$ cat src/rtl/fpc_pkg.sv
package fpc_pkg;

  localparam logic [7:0] OFF_CTRL = 8'h00;
  localparam logic [7:0] OFF_SET  = 8'h04;
  localparam logic [7:0] OFF_CLR  = 8'h08;
  localparam logic [7:0] OFF_TIME = 8'h10;
  localparam logic [7:0] OFF_DATA = 8'h20;

  localparam logic [15:0] UNLOCK_KEY = 16'h3E77;

  localparam int BUSY_POS   = 8;
  localparam int ERR_POS    = 9;
  localparam int RELOAD_POS = 10;

  typedef struct packed {
    logic [5:0]  strobe_read;
    logic [3:0]  relax;
    logic [11:0] strobe_prog;
  } fpc_timing_t;

  typedef enum logic [2:0] {
    ST_IDLE,
    ST_READ,
    ST_SCAN,
    ST_PRE,
    ST_STROBE,
    ST_POST,
    ST_GAP
  } fpc_state_t;

endpackage

$ cat src/rtl/fpc_regs.sv
module fpc_regs
  import fpc_pkg::*;
#(
  parameter int          ADDR_W     = 7,
  parameter int          DATA_W     = 32,
  parameter logic [31:0] TIMING_RST = 32'h0AC2_1190
) (
  input  logic              clk,
  input  logic              rst,
  input  logic              bus_sel,
  input  logic              bus_wr,
  input  logic [7:0]        bus_addr,
  input  logic [31:0]       bus_wdata,
  output logic [31:0]       bus_rdata,
  input  logic              busy,
  input  logic              fuse_locked,
  input  logic [DATA_W-1:0] data_q,
  output fpc_timing_t       timing,
  output logic [ADDR_W-1:0] ctrl_addr,
  output logic              data_load,
  output logic              go
);

  localparam logic [5:0] TIME_KEEP = TIMING_RST[27:22];

  logic [7:0]  addr_q;
  logic [15:0] key_q;
  logic        err_q;
  logic        reload_q;
  fpc_timing_t time_q;

  logic wr, rd, wr_ok, known, key_ok, prog_req;
  logic hit_ctrl, hit_set, hit_clr, hit_time, hit_data;

  always_comb begin
    wr       = bus_sel & bus_wr;
    rd       = bus_sel & ~bus_wr;
    hit_ctrl = (bus_addr == OFF_CTRL);
    hit_set  = (bus_addr == OFF_SET);
    hit_clr  = (bus_addr == OFF_CLR);
    hit_time = (bus_addr == OFF_TIME);
    hit_data = (bus_addr == OFF_DATA);
    known    = hit_ctrl | hit_set | hit_clr | hit_time | hit_data;
    wr_ok    = wr & ~busy;
    key_ok   = (key_q == UNLOCK_KEY);
    data_load = wr_ok & hit_data;
    prog_req = data_load & key_ok & ~err_q;
    go       = prog_req & ~fuse_locked;
  end

  assign timing    = time_q;
  assign ctrl_addr = addr_q[ADDR_W-1:0];

  always_ff @(posedge clk) begin
    if (rst) begin
      addr_q   <= '0;
      key_q    <= '0;
      err_q    <= 1'b0;
      reload_q <= 1'b0;
      time_q   <= TIMING_RST[21:0];
    end else if (wr && busy && known) begin
      err_q <= 1'b1;
    end else if (wr_ok) begin
      if (hit_ctrl) begin
        addr_q   <= bus_wdata[7:0];
        err_q    <= bus_wdata[ERR_POS];
        reload_q <= bus_wdata[RELOAD_POS];
        key_q    <= bus_wdata[31:16];
      end
      if (hit_set) begin
        addr_q   <= addr_q | bus_wdata[7:0];
        err_q    <= err_q | bus_wdata[ERR_POS];
        reload_q <= reload_q | bus_wdata[RELOAD_POS];
        key_q    <= key_q | bus_wdata[31:16];
      end
      if (hit_clr) begin
        addr_q   <= addr_q & ~bus_wdata[7:0];
        err_q    <= err_q & ~bus_wdata[ERR_POS];
        reload_q <= reload_q & ~bus_wdata[RELOAD_POS];
        key_q    <= key_q & ~bus_wdata[31:16];
      end
      if (hit_time) begin
        time_q <= bus_wdata[21:0];
      end
      if (hit_data) begin
        key_q <= '0;
        if (prog_req && fuse_locked) err_q <= 1'b1;
      end
    end
  end

  always_ff @(posedge clk) begin
    if (rst) begin
      bus_rdata <= '0;
    end else if (rd) begin
      if (hit_ctrl)
        bus_rdata <= {key_q, 5'b0, reload_q, err_q, busy, addr_q};
      else if (hit_time)
        bus_rdata <= {4'b0, TIME_KEEP, time_q};
      else if (hit_data)
        bus_rdata <= 32'(data_q);
      else
        bus_rdata <= '0;
    end
  end

  AST_KEY_CLEARED: assert property (@(posedge clk) disable iff (rst)
    data_load |=> (key_q == 16'h0));

  AST_BUSY_WRITE_ERR: assert property (@(posedge clk) disable iff (rst)
    (wr && busy && known) |=> err_q);

  AST_LOCK_ERR: assert property (@(posedge clk) disable iff (rst)
    (prog_req && fuse_locked) |=> (err_q && !busy));

endmodule

$ cat src/rtl/fpc_burn_seq.sv
module fpc_burn_seq
  import fpc_pkg::*;
#(
  parameter int DATA_W     = 32,
  parameter int ADDR_W     = 7,
  parameter int GAP_CYCLES = 200
) (
  input  logic              clk,
  input  logic              rst,
  input  fpc_timing_t       timing,
  input  logic [ADDR_W-1:0] ctrl_addr,
  input  logic              data_load,
  input  logic [DATA_W-1:0] data_wdata,
  input  logic              go,
  input  logic [DATA_W-1:0] fuse_rdata,
  output logic              busy,
  output logic [DATA_W-1:0] data_q,
  output logic [ADDR_W-1:0] fuse_addr,
  output logic [$clog2(DATA_W)-1:0] fuse_bit,
  output logic              fuse_prog,
  output logic              fuse_read
);

  localparam int IDX_W = $clog2(DATA_W);
  localparam int CNT_W = 12;
  localparam int GAP_W = $clog2(GAP_CYCLES + 1);
  localparam logic [IDX_W-1:0] LAST_IDX = IDX_W'(DATA_W - 1);

  fpc_state_t        state;
  logic [DATA_W-1:0] shreg;
  logic [ADDR_W-1:0] lat_addr;
  logic [IDX_W-1:0]  bit_idx;
  logic [CNT_W-1:0]  cnt;
  logic [GAP_W-1:0]  gap_cnt;
  logic              pending;
  logic [CNT_W-1:0]  rd_len, prog_len, pad_len;

  always_comb begin
    rd_len   = (timing.strobe_read == 6'd0) ? CNT_W'(1) : CNT_W'(timing.strobe_read);
    prog_len = (timing.strobe_prog == 12'd0) ? CNT_W'(1) : timing.strobe_prog;
    pad_len  = CNT_W'(timing.relax);
    busy     = (state != ST_IDLE) && !((state == ST_GAP) && !pending);
  end

  assign data_q    = shreg;
  assign fuse_addr = busy ? lat_addr : ctrl_addr;
  assign fuse_bit  = bit_idx;
  assign fuse_prog = (state == ST_STROBE);
  assign fuse_read = (state == ST_READ);

  always_ff @(posedge clk) begin
    if (rst) begin
      state    <= ST_IDLE;
      shreg    <= '0;
      lat_addr <= '0;
      bit_idx  <= '0;
      cnt      <= '0;
      gap_cnt  <= '0;
      pending  <= 1'b0;
    end else begin
      unique case (state)
        ST_IDLE: begin
          if (data_load) shreg <= data_wdata;
          if (go) begin
            lat_addr <= ctrl_addr;
            bit_idx  <= '0;
            cnt      <= rd_len - 1'b1;
            state    <= ST_READ;
          end
        end
        ST_READ: begin
          if (cnt == '0) begin
            shreg <= shreg & ~fuse_rdata;
            state <= ST_SCAN;
          end else begin
            cnt <= cnt - 1'b1;
          end
        end
        ST_SCAN: begin
          if (shreg[0]) begin
            cnt   <= pad_len;
            state <= ST_PRE;
          end else begin
            shreg <= shreg >> 1;
            if (bit_idx == LAST_IDX) begin
              gap_cnt <= GAP_W'(GAP_CYCLES - 1);
              bit_idx <= '0;
              state   <= ST_GAP;
            end else begin
              bit_idx <= bit_idx + 1'b1;
            end
          end
        end
        ST_PRE: begin
          if (cnt == '0) begin
            cnt   <= prog_len - 1'b1;
            state <= ST_STROBE;
          end else begin
            cnt <= cnt - 1'b1;
          end
        end
        ST_STROBE: begin
          if (cnt == '0) begin
            cnt   <= pad_len;
            state <= ST_POST;
          end else begin
            cnt <= cnt - 1'b1;
          end
        end
        ST_POST: begin
          if (cnt == '0) begin
            shreg <= shreg >> 1;
            if (bit_idx == LAST_IDX) begin
              gap_cnt <= GAP_W'(GAP_CYCLES - 1);
              bit_idx <= '0;
              state   <= ST_GAP;
            end else begin
              bit_idx <= bit_idx + 1'b1;
              state   <= ST_SCAN;
            end
          end else begin
            cnt <= cnt - 1'b1;
          end
        end
        ST_GAP: begin
          if (data_load) shreg <= data_wdata;
          if (go) begin
            lat_addr <= ctrl_addr;
            pending  <= 1'b1;
          end
          if (gap_cnt == '0) begin
            if (pending || go) begin
              pending <= 1'b0;
              bit_idx <= '0;
              cnt     <= rd_len - 1'b1;
              state   <= ST_READ;
            end else begin
              state <= ST_IDLE;
            end
          end else begin
            gap_cnt <= gap_cnt - 1'b1;
          end
        end
        default: state <= ST_IDLE;
      endcase
    end
  end

  AST_ADDR_HELD: assert property (@(posedge clk) disable iff (rst)
    (busy && $past(busy)) |-> $stable(fuse_addr));

  AST_PROG_MASKED: assert property (@(posedge clk) disable iff (rst)
    fuse_prog |-> shreg[0]);

  AST_GAP_HOLD: assert property (@(posedge clk) disable iff (rst)
    (state == ST_GAP && gap_cnt != '0) |=> !fuse_read);

endmodule

$ cat src/rtl/fuse_prog_ctrl.sv
module fuse_prog_ctrl
  import fpc_pkg::*;
#(
  parameter int          ADDR_W     = 7,
  parameter int          DATA_W     = 32,
  parameter int          GAP_CYCLES = 200,
  parameter logic [31:0] TIMING_RST = 32'h0AC2_1190
) (
  input  logic              clk,
  input  logic              rst,
  input  logic              bus_sel,
  input  logic              bus_wr,
  input  logic [7:0]        bus_addr,
  input  logic [31:0]       bus_wdata,
  output logic [31:0]       bus_rdata,
  output logic [ADDR_W-1:0] fuse_addr,
  output logic [$clog2(DATA_W)-1:0] fuse_bit,
  output logic              fuse_prog,
  output logic              fuse_read,
  input  logic [DATA_W-1:0] fuse_rdata,
  input  logic              fuse_locked
);

  fpc_timing_t       timing;
  logic [ADDR_W-1:0] ctrl_addr;
  logic              data_load, go, busy;
  logic [DATA_W-1:0] data_q;

  fpc_regs #(
    .ADDR_W    (ADDR_W),
    .DATA_W    (DATA_W),
    .TIMING_RST(TIMING_RST)
  ) u_regs (
    .clk        (clk),
    .rst        (rst),
    .bus_sel    (bus_sel),
    .bus_wr     (bus_wr),
    .bus_addr   (bus_addr),
    .bus_wdata  (bus_wdata),
    .bus_rdata  (bus_rdata),
    .busy       (busy),
    .fuse_locked(fuse_locked),
    .data_q     (data_q),
    .timing     (timing),
    .ctrl_addr  (ctrl_addr),
    .data_load  (data_load),
    .go         (go)
  );

  fpc_burn_seq #(
    .DATA_W    (DATA_W),
    .ADDR_W    (ADDR_W),
    .GAP_CYCLES(GAP_CYCLES)
  ) u_seq (
    .clk       (clk),
    .rst       (rst),
    .timing    (timing),
    .ctrl_addr (ctrl_addr),
    .data_load (data_load),
    .data_wdata(bus_wdata[DATA_W-1:0]),
    .go        (go),
    .fuse_rdata(fuse_rdata),
    .busy      (busy),
    .data_q    (data_q),
    .fuse_addr (fuse_addr),
    .fuse_bit  (fuse_bit),
    .fuse_prog (fuse_prog),
    .fuse_read (fuse_read)
  );

endmodule

$ cat config.mk
export PLATFORM = sky130hd
export DESIGN_NAME = fuse_prog_ctrl
export DESIGN_NICKNAME = d
export VERILOG_FILES = /design/src/rtl/fpc_pkg.sv /design/src/rtl/fpc_regs.sv /design/src/rtl/fpc_burn_seq.sv /design/src/rtl/fuse_prog_ctrl.sv
export SDC_FILE = /design/constraint.sdc
export NUM_CORES = 1
export LEC_CHECK = 0
export ABC_CLOCK_PERIOD_IN_PS = 3200
export BUFFER_PORTS_ARGS = -buffer_cell sky130_fd_sc_hd__buf_2
export CORE_ASPECT_RATIO = 0.6
export CORE_MARGIN = 4
export CORE_UTILIZATION = 50
export CTS_CLUSTER_SIZE = 28
export DETAILED_ROUTE_END_ITERATION = 16
export PLACE_DENSITY = 0.72
export RECOVER_POWER = 100
export SYNTH_ARGS = -nofsm -noshare
export SYNTH_HDL_FRONTEND = slang
export SYNTH_HIERARCHICAL = 1
export SYNTH_SLANG_ARGS = --single-unit
$ cat constraint.sdc
create_clock -name clk -period 3.2 [get_ports clk]
set_clock_uncertainty 0.1 [all_clocks]
set_input_delay 0.64 -clock clk [delete_from_list [all_inputs] [get_ports clk]]
set_output_delay 0.64 -clock clk [all_outputs]
set_load 0.02 [all_outputs]
# Yosys cells after proc, flatten, opt, wreduce, memory -nomap -nowiden
# Cells that the tools add are included.
[classes]
add_sub_neg = 5
eq_ne = 25
n_bitwise = 30
n_reduce_logical = 34
mux = 62
[op_table]
columns = ["cell", "count"]
rows = [
  ["$mux 32", 7],
  ["$pmux 32 s4", 1],
  ["$mux 12", 8],
  ["$pmux 12 s6", 1],
  ["$mux 16", 4],
  ["$mux 8", 7],
  ["$sub 12x1->12 const B", 3],
  ["$and 32x32->32", 1],
  ["$not 32->32", 1],
  ["$mux 5", 6],
  ["$mux 3", 9],
  ["$logic_not 12->1", 2],
  ["$pmux 8 s3", 1],
  ["$pmux 3 s7", 1],
  ["$pmux 5 s4", 1],
  ["$and 16x16->16", 1],
  ["$eq 16x14->1 const B", 1],
  ["$logic_not 8->1", 2],
  ["$not 16->16", 1],
  ["$or 16x16->16", 1],
  ["$mux 1", 14],
  ["$ne 2x1->1 const B", 7],
  ["$reduce_and 6->1", 2],
  ["$reduce_bool 4->1", 3],
  ["34 further kinds", 71],
]
[word_totals]
input_bits = 77
register_bits = 148
output_inout_bits = 46

# Logic depth before layout (Yosys ltp)
# Gate-level depths: netlist of run 1.
[depth]
ltp_word = 14
ltp_mapped = 13
mapped_depth_nobuf = 12

# Cells and area by module
# Netlist of run 1, hierarchy kept.
[modules_own_cells]
columns = ["module", "cells_each", "area_each_um2", "seq_area_each_um2", "n_inst"]
rows = [
  ["fpc_burn_seq", 549, 4265.3, 1361.3, 1],
  ["fpc_regs", 463, 3833.7, 1601.5, 1],
]

# Worst setup path after synthesis of run 1
# OpenSTA, ideal clock, no wires.
[synth_path]
path_kind = "reg2reg"
start = "register u_seq.state[2]"
end = "register u_seq.cnt[11]"
required_ns = 2.957
arrival_time_ns = 2.859
synth_period_minus_slack_ns = 3.102
setup_slack_ns = 0.098
stages_incl_launch_ff = 11
cell_sequence = "dfxtp_1 > clkbuf_1 > a31oi_1 > nand3b_1 > nor4_4 > nand3_1 > nor2_1 > o21a_1 > o211ai_1 > a41oi_1 > a31oi_1"
[synth_via]
elab_chain_cells = 13
[synth_lines]
columns = ["element", "line", "text"]
rows = [
  ["from (decl)", "fpc_burn_seq.sv:29", "fpc_state_t state;"],
  ["from (signal assigned)", "fpc_burn_seq.sv:53", "state <= ST_IDLE;"],
  ["from (signal assigned)", "fpc_burn_seq.sv:68", "state <= ST_READ;"],
  ["from (signal assigned)", "fpc_burn_seq.sv:74", "state <= ST_SCAN;"],
  ["$eq 3x3->1", "fpc_burn_seq.sv:42", "busy = (state != ST_IDLE) && !((state == ST_GAP) && !pending);"],
  ["$logic_and 1x1->1", "fpc_burn_seq.sv:42", ""],
  ["$logic_not 1->1", "fpc_burn_seq.sv:42", ""],
  ["$logic_and 1x1->1 *", "fpc_burn_seq.sv:42", ""],
  ["named net busy", "fuse_prog_ctrl.sv:26", "logic data_load, go, busy;"],
  ["$not 1->1 *", "fpc_regs.sv:44", "wr_ok = wr & ~busy;"],
  ["$and 1x1->1 *", "fpc_regs.sv:44", ""],
  ["$and 1x1->1 *", "fpc_regs.sv:46", "data_load = wr_ok & hit_data;"],
  ["$and 1x1->1 * (2 in a row)", "fpc_regs.sv:47", "prog_req = data_load & key_ok & ~err_q;"],
  ["$and 1x1->1 *", "fpc_regs.sv:48", "go = prog_req & ~fuse_locked;"],
  ["named net go", "fuse_prog_ctrl.sv:26", ""],
  ["$logic_or 1x1->1", "fpc_burn_seq.sv:132", "if (pending || go) begin"],
  ["$ne 2x2->1 (no line)", "--", ""],
  ["$reduce_and 6->1 (no line) *", "--", ""],
  ["to (signal assigned)", "fpc_burn_seq.sv:107", "cnt <= cnt - 1'b1;"],
  ["to (signal assigned)", "fpc_burn_seq.sv:122", "cnt <= cnt - 1'b1;"],
  ["to (signal assigned)", "fpc_burn_seq.sv:135", "cnt <= rd_len - 1'b1;"],
  ["to (decl)", "fpc_burn_seq.sv:33", "logic [CNT_W-1:0] cnt;"],
]
# Mark *: on every way through the listed nets, which the timed path passes. The rest lies on a longest branch.
# A chain may end at the register's enable or synchronous reset.

# Worst setup path after layout of run 1
[layout_path]
start = "register u_seq.state[1]"
end = "register u_seq.gap_cnt[6]"
[layout_via]
elab_chain_cells = 3
[layout_lines]
columns = ["element", "line", "text"]
rows = [
  ["$eq 3x3->1 / $eq 3x2->1 (equally long branches)", "fpc_burn_seq.sv:61", "unique case (state)"],
  ["$ne 2x2->1 (no line), or another cell as far along", "--", ""],
  ["$reduce_and 4->1 (no line)", "--", ""],
  ["to (signal assigned)", "fpc_burn_seq.sv:86", "gap_cnt <= GAP_W'(GAP_CYCLES - 1);"],
  ["to (signal assigned)", "fpc_burn_seq.sv:114", "gap_cnt <= GAP_W'(GAP_CYCLES - 1);"],
  ["to (signal assigned)", "fpc_burn_seq.sv:141", "gap_cnt <= gap_cnt - 1'b1;"],
  ["to (decl)", "fpc_burn_seq.sv:34", "logic [GAP_W-1:0] gap_cnt;"],
]
# Several ways; a longest one is shown, not always the timed one.

==> results of run 1 <==
-- path summary, 6_finish.rpt --
path                                     start                                 to  slack, ns
max                u_seq/state[1]$_SDFFE_PP0P_      u_seq/gap_cnt[6]$_SDFFE_PP0P_       0.26
min          u_regs/bus_rdata[23]$_SDFFE_PP0P_  u_regs/bus_rdata[23]$_SDFFE_PP0P_       0.36
max reg2reg        u_seq/state[1]$_SDFFE_PP0P_      u_seq/gap_cnt[6]$_SDFFE_PP0P_       0.26
min reg2reg  u_regs/bus_rdata[23]$_SDFFE_PP0P_  u_regs/bus_rdata[23]$_SDFFE_PP0P_       0.36
-- tightest hold or removal path, stage by stage (launching register included) --
cell and delay [ns]:
dfxtp_1 0.31, nand2_1 0.05, a21oi_1 0.05
-- flip-flops by register name (all words and copies together) (netlist names), 3 cells and up --
signal and flops:
u_regs/addr_q 8, u_regs/bus_rdata 32, u_regs/key_q 16, u_regs/timing 22, u_seq/cnt 12, u_seq/data_q 32
u_seq/fuse_bit 5, u_seq/gap_cnt 8, u_seq/lat_addr 7, u_seq/state 3
-- synth_stat cells (3+ instances only) --
| cell type | n | area, sq um |
|---|---|---|
| o211ai_1 | 27 | 203 |
| nand3_1 | 22 | 110 |
| or4_1 | 4 | 30.0 |
| buf_4 | 7 | 52.6 |
| nand2b_1 | 27 | 169 |
| mux2i_1 | 18 | 180 |
| xor2_1 | 15 | 131 |
| xnor2_1 | 10 | 87.6 |
| a22o_1 | 36 | 315 |
| nand4_1 | 7 | 43.8 |
| clkbuf_1 | 58 | 218 |
| buf_1 | 7 | 26.3 |
| nand3b_1 | 4 | 30.0 |
| o32ai_1 | 3 | 26.3 |
| or2_2 | 3 | 18.8 |
| a21oi_1 | 63 | 315 |
| and3_1 | 4 | 25.0 |
| or3_1 | 5 | 31.3 |
| nor3_1 | 22 | 110 |
| mux2_2 | 15 | 169 |
| o22ai_1 | 3 | 18.8 |
| a31o_2 | 3 | 26.3 |
| o31ai_1 | 3 | 22.5 |
| inv_1 | 21 | 78.8 |
| nor4_1 | 17 | 106 |
| a31oi_1 | 6 | 37.5 |
| o21ai_0 | 51 | 255 |
| nand2_1 | 149 | 559 |
| buf_2 | 10 | 50.1 |
| o2111ai_1 | 8 | 70.1 |
| nor2b_1 | 9 | 56.3 |
| o2bb2ai_1 | 17 | 149 |
| a22oi_1 | 61 | 458 |
| nor2_1 | 90 | 338 |
| dfxtp_1 | 148 | 2960 |
| ha_1 | 8 | 100 |
-- stage by stage --
stage,setup slack [ns],cell area (sq um),cells,util
final,0.263,9390,1327,0.602
after global routing,0.122,9390,1327,0.602
after CTS,0.434,9510,1327,0.610
after detailed placement,0.0719,8960,1296,0.575
after global placement,0.136,8960,1296,0.575
after floorplan,0.0980,8100,1012,-
-- area by class of cell --
class                   instances  share of cell area
clock buffers                  20              0.0476
clock inverters                11              0.0109
inverters                      21             0.00839
multi-input cells             760               0.499
flip-flops and latches        148               0.316
well taps                     203              0.0270
repair buffers                164              0.0918
-- power by group --
| part | internal, W | switching [W] |
|---|---|---|
| Clock | 0.00109 | 0.000821 |
| Combinational | 0.000742 | 0.00116 |
| Sequential | 0.00200 | 0.000163 |
| Total | 0.00383 | 0.00214 |
-- per-layer routing --
metal  vias up  GRT usage  part of all wire
met5         -          0                 0
met4         0     0.0712             0.015
li1       3876          -                 -
met2       529      0.366              0.38
met3        32     0.0527              0.12
met1      3930      0.457              0.48
-- cell usage in the layout, fill, tap and decap left out, types with 18 or more instances in the layout --
cell and instances:
nor2_1 91, clkbuf_1 55, inv_1 21, mux2i_1 18
nor4_1 19, buf_4 31, dfxtp_1 148, a22oi_1 61
nand2_1 149, a22o_1 36, o211ai_1 27, nand3_1 22
nor3_1 22, o21ai_0 51, a21oi_1 63, nand2b_1 27
buf_2 75
-- cells by family after synthesis --
kind of cell               Yosys count
DFF                                148
muxes                               33
buffers and inverters              104
adders and majority gates            9
and+or+nand+nor                    386
xor gates and xnor gates            25
AOI/OAI and AO/OA                  307
==> results.cfg, run 1 <==
[yosys]
synth_top_family_by_area = compound AO/OA/AOI/OAI gates
netlist_instances = 1012
syn_area_sq_mm = 0.00810
synthMuxAreaShare = 0.0431
synth_xor_area_frac = 0.0270
synth.distinct_cells = 78
mappedNetlistNets = 1097
synth_warnings = 6
synth_area_per_cell_sq_um = 8.00
synth-edff-count = 0
synth_ff_type = dfxtp_1
synthAdderAreaFrac = 0.0136
ys_ff_latch = 148
yosysSeqAreaShare = 0.366
async_flop_share = 0
synth_compound_area_frac = 0.262
synth-simple-area-share = 0.234

[routing]
drt_iter0_drc = 1233
post_drt_via_cell_ratio = 6.31
ant_nets = 0
via_count = 8367
wl_per_cell_um = 19.7
drc = 0
first_pass_iters = 7
wl_um = 26200

[global_routing]
grt_pass1_vias = 7390
overflow = 0
grt_pass1_wl_um = 40900
antenna_found_initial = 0
grt_util_all_layers = 0.279
grt_max_degree = 60

[cts]
h-tree-depth = 4
holdBufCountCts = 0
cts_sinks = 148
root_buffer = clkbuf_16
clk_latency_ns = 0.43
cts_tree = built
numCtsBuffers = 17
post-cts-setup-buffer-count = 0
cts.path.max_buffers = 2
clkTransAtPathRegs_ns = 0.06
post_cts_resized = 0

[floorplan]
core_area_sq_mm = 0.0156
fp-row-count = 35
die_h_um = 107
dieArea_sq_mm = 0.0184
die_x_um = 172
initial_utilization = 0.520
pin_count = 123

[timing]
hold_viol_final = 0
max_freq_ghz = 0.341
final.min_clock_period_ns = 2.94
slew_headroom = 0.184
finalSetupViolations = 0
tns_ns = 0
fin_crit_sh = 0.918
worst_slew_pin_slew_ns = 1.22
slew_violations = 0
whs_ns = 0.356
grt_setup_unrepaired = false

[setup_path]
path_depth = 8
max_stage_delay_ns = 0.51
worstSetupPathType = reg -> reg
critical_path_required_ns = 3.38
slowest_stage = clkbuf_2
cp-start-kind = flop
setup.worst_path.end_class = flop
rr_worst_depth = 8
critPathBufInv = 2
critPathMaxFanout = 28
worstPathCellList = clkbuf_2 > nand2_1 > a311o_1 > a222oi_1 > clkbuf_1 > nand4_1 > xor2_1 > a21oi_1
cp_top_family = compound AO/OA/AOI/OAI gates
crit_arrival_ns = 3.12

[cells_and_area]
area_delta_synth_final_pct = 15.9
drive_above_1_share = 0.153
regArea_sq_mm = 0.00296
fill_cells = 1428
multiInputGateArea_sq_mm = 0.00468
final_nets = 1197
antennaDiodeCount = 0

[placed_design]
port_buffers = 122
gp_congestion = 0.963
hpwlAfterDp_um = 18500

[power_and_ir_drop]
p_per_area_mw_per_mm2 = 636
p_leak_nw = 3.42
p_total_w = 0.00597
irDropWorstVdd_mv = 0.420

[hold_path]
hold_class = reg -> reg
min_delay_path_depth = 2

[outcome]
status = finished, final reports clean

[job]
cap_violations = 0
No activity file was read; power rests on OpenSTA's default activity.
==> run 2, diff against run 1 <==
--- a/config.mk
+++ b/config.mk
@@ -6,7 +6,7 @@
 export NUM_CORES = 1
 export LEC_CHECK = 0
 export ABC_CLOCK_PERIOD_IN_PS = 3200
-export BUFFER_PORTS_ARGS = -buffer_cell sky130_fd_sc_hd__buf_2
+export BUFFER_PORTS_ARGS = -buffer_cell sky130_fd_sc_hd__buf_4
 export CORE_ASPECT_RATIO = 0.6
 export CORE_MARGIN = 4
 export CORE_UTILIZATION = 50
==> run 2 against run 1 <==
  * Routed wire length up 2.2%
  * Design area up 2.7%
  * Flip-flop and latch count unchanged
  * Total power up 3.5%
  * Global-route usage up 0.082 points
==> results.cfg, run 2 (same netlist as run 1, synthesis figures left out) <==
[power_and_ir_drop]
p_total_w = 0.00618
irDropWorstVdd_mv = 0.354
p_per_area_mw_per_mm2 = 641
p_leak_nw = 3.52

[floorplan]
pin_count = 123
dieArea_sq_mm = 0.0184
die_x_um = 172
fp-row-count = 35
die_h_um = 107
core_area_sq_mm = 0.0156
initial_utilization = 0.520

[timing]
slew_violations = 0
grt_setup_unrepaired = false
max_freq_ghz = 0.351
final.min_clock_period_ns = 2.85
tns_ns = 0
hold_viol_final = 0
finalSetupViolations = 0
whs_ns = 0.346
worst_slew_pin_slew_ns = 1.17
fin_crit_sh = 0.891
slew_headroom = 0.222

[outcome]
status = finished, final reports clean

[cells_and_area]
fill_cells = 1386
final_nets = 1199
final_common_cell = nand2_1
fin_util = 0.619
multiInputGateArea_sq_mm = 0.00468
layout_common_cells = 149 x nand2_1, 148 x dfxtp_1, 110 x buf_4
area_delta_synth_final_pct = 19.1
regArea_sq_mm = 0.00296
antennaDiodeCount = 0
drive_above_1_share = 0.156
final_cells = 1329

[global_routing]
grt_pass1_vias = 7375
grt_util_all_layers = 0.280
antenna_found_initial = 0
overflow = 0
grt_pass1_wl_um = 40800
grt_max_degree = 55

[setup_path]
critical_path_required_ns = 3.39
cpMostUsedCell = clkbuf_4
critPathMaxFanout = 26
worstSetupPathType = in -> reg
worstPathCellList = clkbuf_4 > or4_1 > buf_4 > nor3_1 > clkbuf_1 > nor2b_1 > o311ai_1 > o21ai_4 > clkbuf_4 > o21ai_0 > a22oi_1 > nor2_1
cp-start-kind = input port
crit_arrival_ns = 3.04
setup.worst_path.end_class = flop
max_stage_delay_ns = 0.56
slowest_stage = or4_1

[routing]
via_count = 8398
post_drt_via_cell_ratio = 6.32
wl_um = 26800
wl_per_cell_um = 20.1
ant_nets = 0
drc = 0
drt_iter0_drc = 1236
first_pass_iters = 7

[cts]
post_cts_resized = 0
root_buffer = clkbuf_16
cts.path.max_buffers = 2
cts_tree = built
clk_latency_ns = 0.43
cts_sinks = 148
clkTransAtPathRegs_ns = 0.06
numCtsBuffers = 17
holdBufCountCts = 0
post-cts-setup-buffer-count = 0
h-tree-depth = 4

[placed_design]
port_buffers = 122
hpwlAfterDp_um = 18900
gp_congestion = 0.936
placed_cells = 1298

[job]
cap_violations = 0

[hold_path]
hold_class = in -> reg
[run 2: through the flow]
| step | worst slack, ns | instance area (sq um) |
|---|---|---|
| finish | 0.348 | 9640 |
| floorplan | 0.0980 | 8100 |
| CTS | 0.374 | 9900 |
| global placement | 0.134 | 9300 |
| global route | 0.0723 | 9640 |
| detailed placement | 0.0872 | 9300 |
[run 2: area by class of cell]
class / count / share of cell area
clock inverters: 13 / 0.0179
multi-input cells: 760 / 0.485
repair buffers: 166 / 0.110
well taps: 203 / 0.0263
clock buffers: 18 / 0.0445
inverters: 21 / 0.00817
flip-flops and latches: 148 / 0.307
[run 2: path summary, 6_finish.rpt]
kind | to | start | slack, ns | cells after the start
min reg2reg | u_regs/bus_rdata[22]$_SDFFE_PP0P_ | u_regs/bus_rdata[22]$_SDFFE_PP0P_ | 0.36 | 2
min | u_regs/timing[12]$_SDFFE_PP1P_ | bus_wdata[12] | 0.35 | 3
max | u_seq/data_q[11]$_SDFFE_PP0P_ | bus_addr[1] | 0.35 | 12
max reg2reg | u_seq/state[0]$_SDFFE_PP0P_ | u_seq/state[2]$_SDFFE_PP0P_ | 0.35 | 13
[run 2: power breakdown]
part | internal [W] | switching [W] | leakage [nW]
clock network | 0.00124 | 0.000860 | 0.280
logic | 0.000770 | 0.00116 | 2.05
registers | 0.00200 | 0.000161 | 1.19
[run 2: routing by layer]
| metal | global-route usage | vias up | routed length [um] |
|---|---|---|---|
| met1 | 0.448 | 3924 | 12800 |
| met3 | 0.0604 | 39 | 3090 |
| met5 | 0 | - | 0 |
| li1 | - | 3896 | - |
| met4 | 0.0651 | 0 | 363 |
| met2 | 0.376 | 539 | 10500 |
[run 2: worst max-delay path: cells and delay by family]
family	cells	cell delay, ns
AO/OA/AOI/OAI	4	0.60
AND/OR/NAND/NOR	4	0.97
buffers and inverters	4	0.82
==> run 3, diff against run 2 <==
--- a/config.mk
+++ b/config.mk
@@ -12,6 +12,7 @@
 export CORE_UTILIZATION = 50
 export CTS_CLUSTER_SIZE = 28
 export DETAILED_ROUTE_END_ITERATION = 16
+export MAX_ROUTING_LAYER = met4
 export PLACE_DENSITY = 0.72
 export RECOVER_POWER = 100
 export SYNTH_ARGS = -nofsm -noshare
==> run 3 against run 2 <==
  * First-iteration DRC count decreased by 7.0%
  * Register-to-register slack about the same
  * Worst setup slack got worse by 0.0049 ns
  * Die area unchanged
  * Hold slack lost 0.0014 ns
  * Non-clock buffer count stayed put
  * Design area up 0.13%
  * Count of clock-buffer cells in the layout unchanged
  * Total power grew 0.17%
  * Critical path depth up 1
  * Flip-flop and latch count unchanged
==> results.cfg, run 3 (same netlist as run 1, synthesis figures left out) <==
[outcome]
status = finished, final reports clean

[job]
cap_violations = 0

[hold_path]
hold_class = in -> reg
min_to = u_regs/timing[12]$_SDFFE_PP1P_
min_delay_path_depth = 3
holdCritStartpoint = bus_wdata[12]

[cells_and_area]
final_nets = 1199
multiInputGateArea_sq_mm = 0.00468
area_delta_synth_final_pct = 19.2
regArea_sq_mm = 0.00296
final_common_cell = nand2_1
fill_cells = 1384
layout_common_cells = 149 x nand2_1, 148 x dfxtp_1, 110 x buf_4
antennaDiodeCount = 0
drive_above_1_share = 0.156

[timing]
hold_viol_final = 0
worst_slew_pin_slew_ns = 1.18
whs_ns = 0.345
fin_crit_sh = 0.893
slew_violations = 0
tns_ns = 0
grt_setup_unrepaired = false
final.min_clock_period_ns = 2.86
slew_headroom = 0.216
finalSetupViolations = 0
max_freq_ghz = 0.350

[setup_path]
r2r-start = u_seq/state[2]$_SDFFE_PP0P_
cpMostUsedCell = nor2_1
worstPathCellList = nor3_1 > a31oi_1 > nand3b_1 > nor4_1 > nand3_1 > nor2_1 > clkbuf_1 > nor2_1 > a21oi_1 > a21oi_1 > a22oi_1 > mux2i_1 > nor2_1
max_stage_delay_ns = 0.39
cp-start-kind = flop
worstSetupPathType = reg -> reg
critical_path_required_ns = 3.40
worstReg2RegEnd = u_seq/state[0]$_SDFFE_PP0P_
reg2reg_slack_ns = 0.34
critPathMaxFanout = 8
slowest_stage = dfxtp_1
rr_worst_depth = 13
crit_arrival_ns = 3.06
setup.worst_path.end_class = flop

[routing]
wl_um = 26700
ant_nets = 0
via_count = 8427
first_pass_iters = 6
wl_per_cell_um = 20.1
drt_iter0_drc = 1150
post_drt_via_cell_ratio = 6.34
drc = 0

[cts]
post-cts-setup-buffer-count = 0
cts_tree = built
h-tree-depth = 4
cts.path.max_buffers = 2
holdBufCountCts = 0
clk_latency_ns = 0.43
cts_sinks = 148
numCtsBuffers = 17
root_buffer = clkbuf_16
post_cts_resized = 0
clkTransAtPathRegs_ns = 0.06

[global_routing]
grt_max_degree = 55
overflow = 0
antenna_found_initial = 0
grt_util_all_layers = 0.289
grt_pass1_wl_um = 40900
grt_pass1_vias = 7343

[placed_design]
port_buffers = 122
gp_congestion = 0.953
hpwlAfterDp_um = 18900

[power_and_ir_drop]
power_switching_w = 0.00217
p_per_area_mw_per_mm2 = 641
p_sw_frac = 0.351
p_leak_nw = 3.53
irDropWorstVdd_mv = 0.356
power.internal_w = 0.00402
comb_power_share = 0.312
power.share.sequential = 0.349
pwr-share-clk = 0.338

[floorplan]
die_h_um = 107
fp-row-count = 35
dieArea_sq_mm = 0.0184
initial_utilization = 0.520
core_area_sq_mm = 0.0156
pin_count = 123
die_x_um = 172
[run 3: cell types whose count changed in the layout (fill, tap and decap cells not counted)]
cell / previous run / this run
buf_12: 1 / 2
clkbuf_4: 3 / 2
[run 3: power by group through the flow]
stage          combinational (W)  clock [W]  sequential [W]
2_1_floorplan            0.00132          0         0.00214
3_3_place_gp             0.00186          0         0.00219
3_5_place_dp             0.00190          0         0.00219
4_1_cts                  0.00191    0.00210         0.00216
5_1_grt                  0.00209    0.00218         0.00218
6_report                 0.00193    0.00210         0.00216
[run 3: per-layer routing]
layer	vias to the layer above	global-route usage	share of wire	routed length (um)
li1	3891	-	-	-
met1	3964	0.455	0.48	12800
met2	527	0.374	0.39	10400
met3	45	0.0534	0.12	3110
met4	0	0.0684	0.016	420
met5	-	-	0	0
[run 3: worst max-delay path, delay by kind of cell, from the launching register on]
kind | cells | cell delay (ns)
DFF | 1 | 0.39
AOI/OAI and AO/OA | 4 | 0.51
muxes | 1 | 0.21
and+or+nand+nor | 7 | 1.28
buffers and inverters | 1 | 0.24
[run 3: worst max path at each step]
stage                                      from                       endpoint  slack (ns)  cells past startpoint
global placement                    bus_addr[4]     u_seq/cnt[11]$_SDFFE_PP0P_        0.13                     10
CTS                 u_seq/state[2]$_SDFFE_PP0P_                   fuse_addr[6]        0.37                      5
finish              u_seq/state[2]$_SDFFE_PP0P_    u_seq/state[0]$_SDFFE_PP0P_        0.34                     13
detailed placement                  bus_addr[1]  u_seq/data_q[30]$_SDFFE_PP0P_        0.09                     12
floorplan           u_seq/state[2]$_SDFFE_PP0P_     u_seq/cnt[11]$_SDFFE_PP0P_         0.1                     10
global route        u_seq/state[2]$_SDFFE_PP0P_    u_seq/state[0]$_SDFFE_PP0P_        0.07                     13
[run 3: layout make-up]
type / count / share of cell area
Timing Repair Buffer: 166 / 0.112
Clock buffer: 18 / 0.0444
Clock inverter: 13 / 0.0179
Sequential cell: 148 / 0.307
Inverter: 21 / 0.00816
Multi-Input combinational cell: 760 / 0.485
Tap cell: 203 / 0.0263
[run 3: through the flow]
stage	cell area [sq um]	cells	util	setup slack, ns	total power, W
3_3_place_gp	9300	1298	0.596	0.134	0.00406
3_5_place_dp	9300	1298	0.596	0.0872	0.00409
2_1_floorplan	8100	1012	-	0.0980	0.00345
6_report	9660	1329	0.619	0.343	0.00619
5_1_grt	9660	1329	0.619	0.0721	0.00645
4_1_cts	9900	1329	0.635	0.374	0.00617
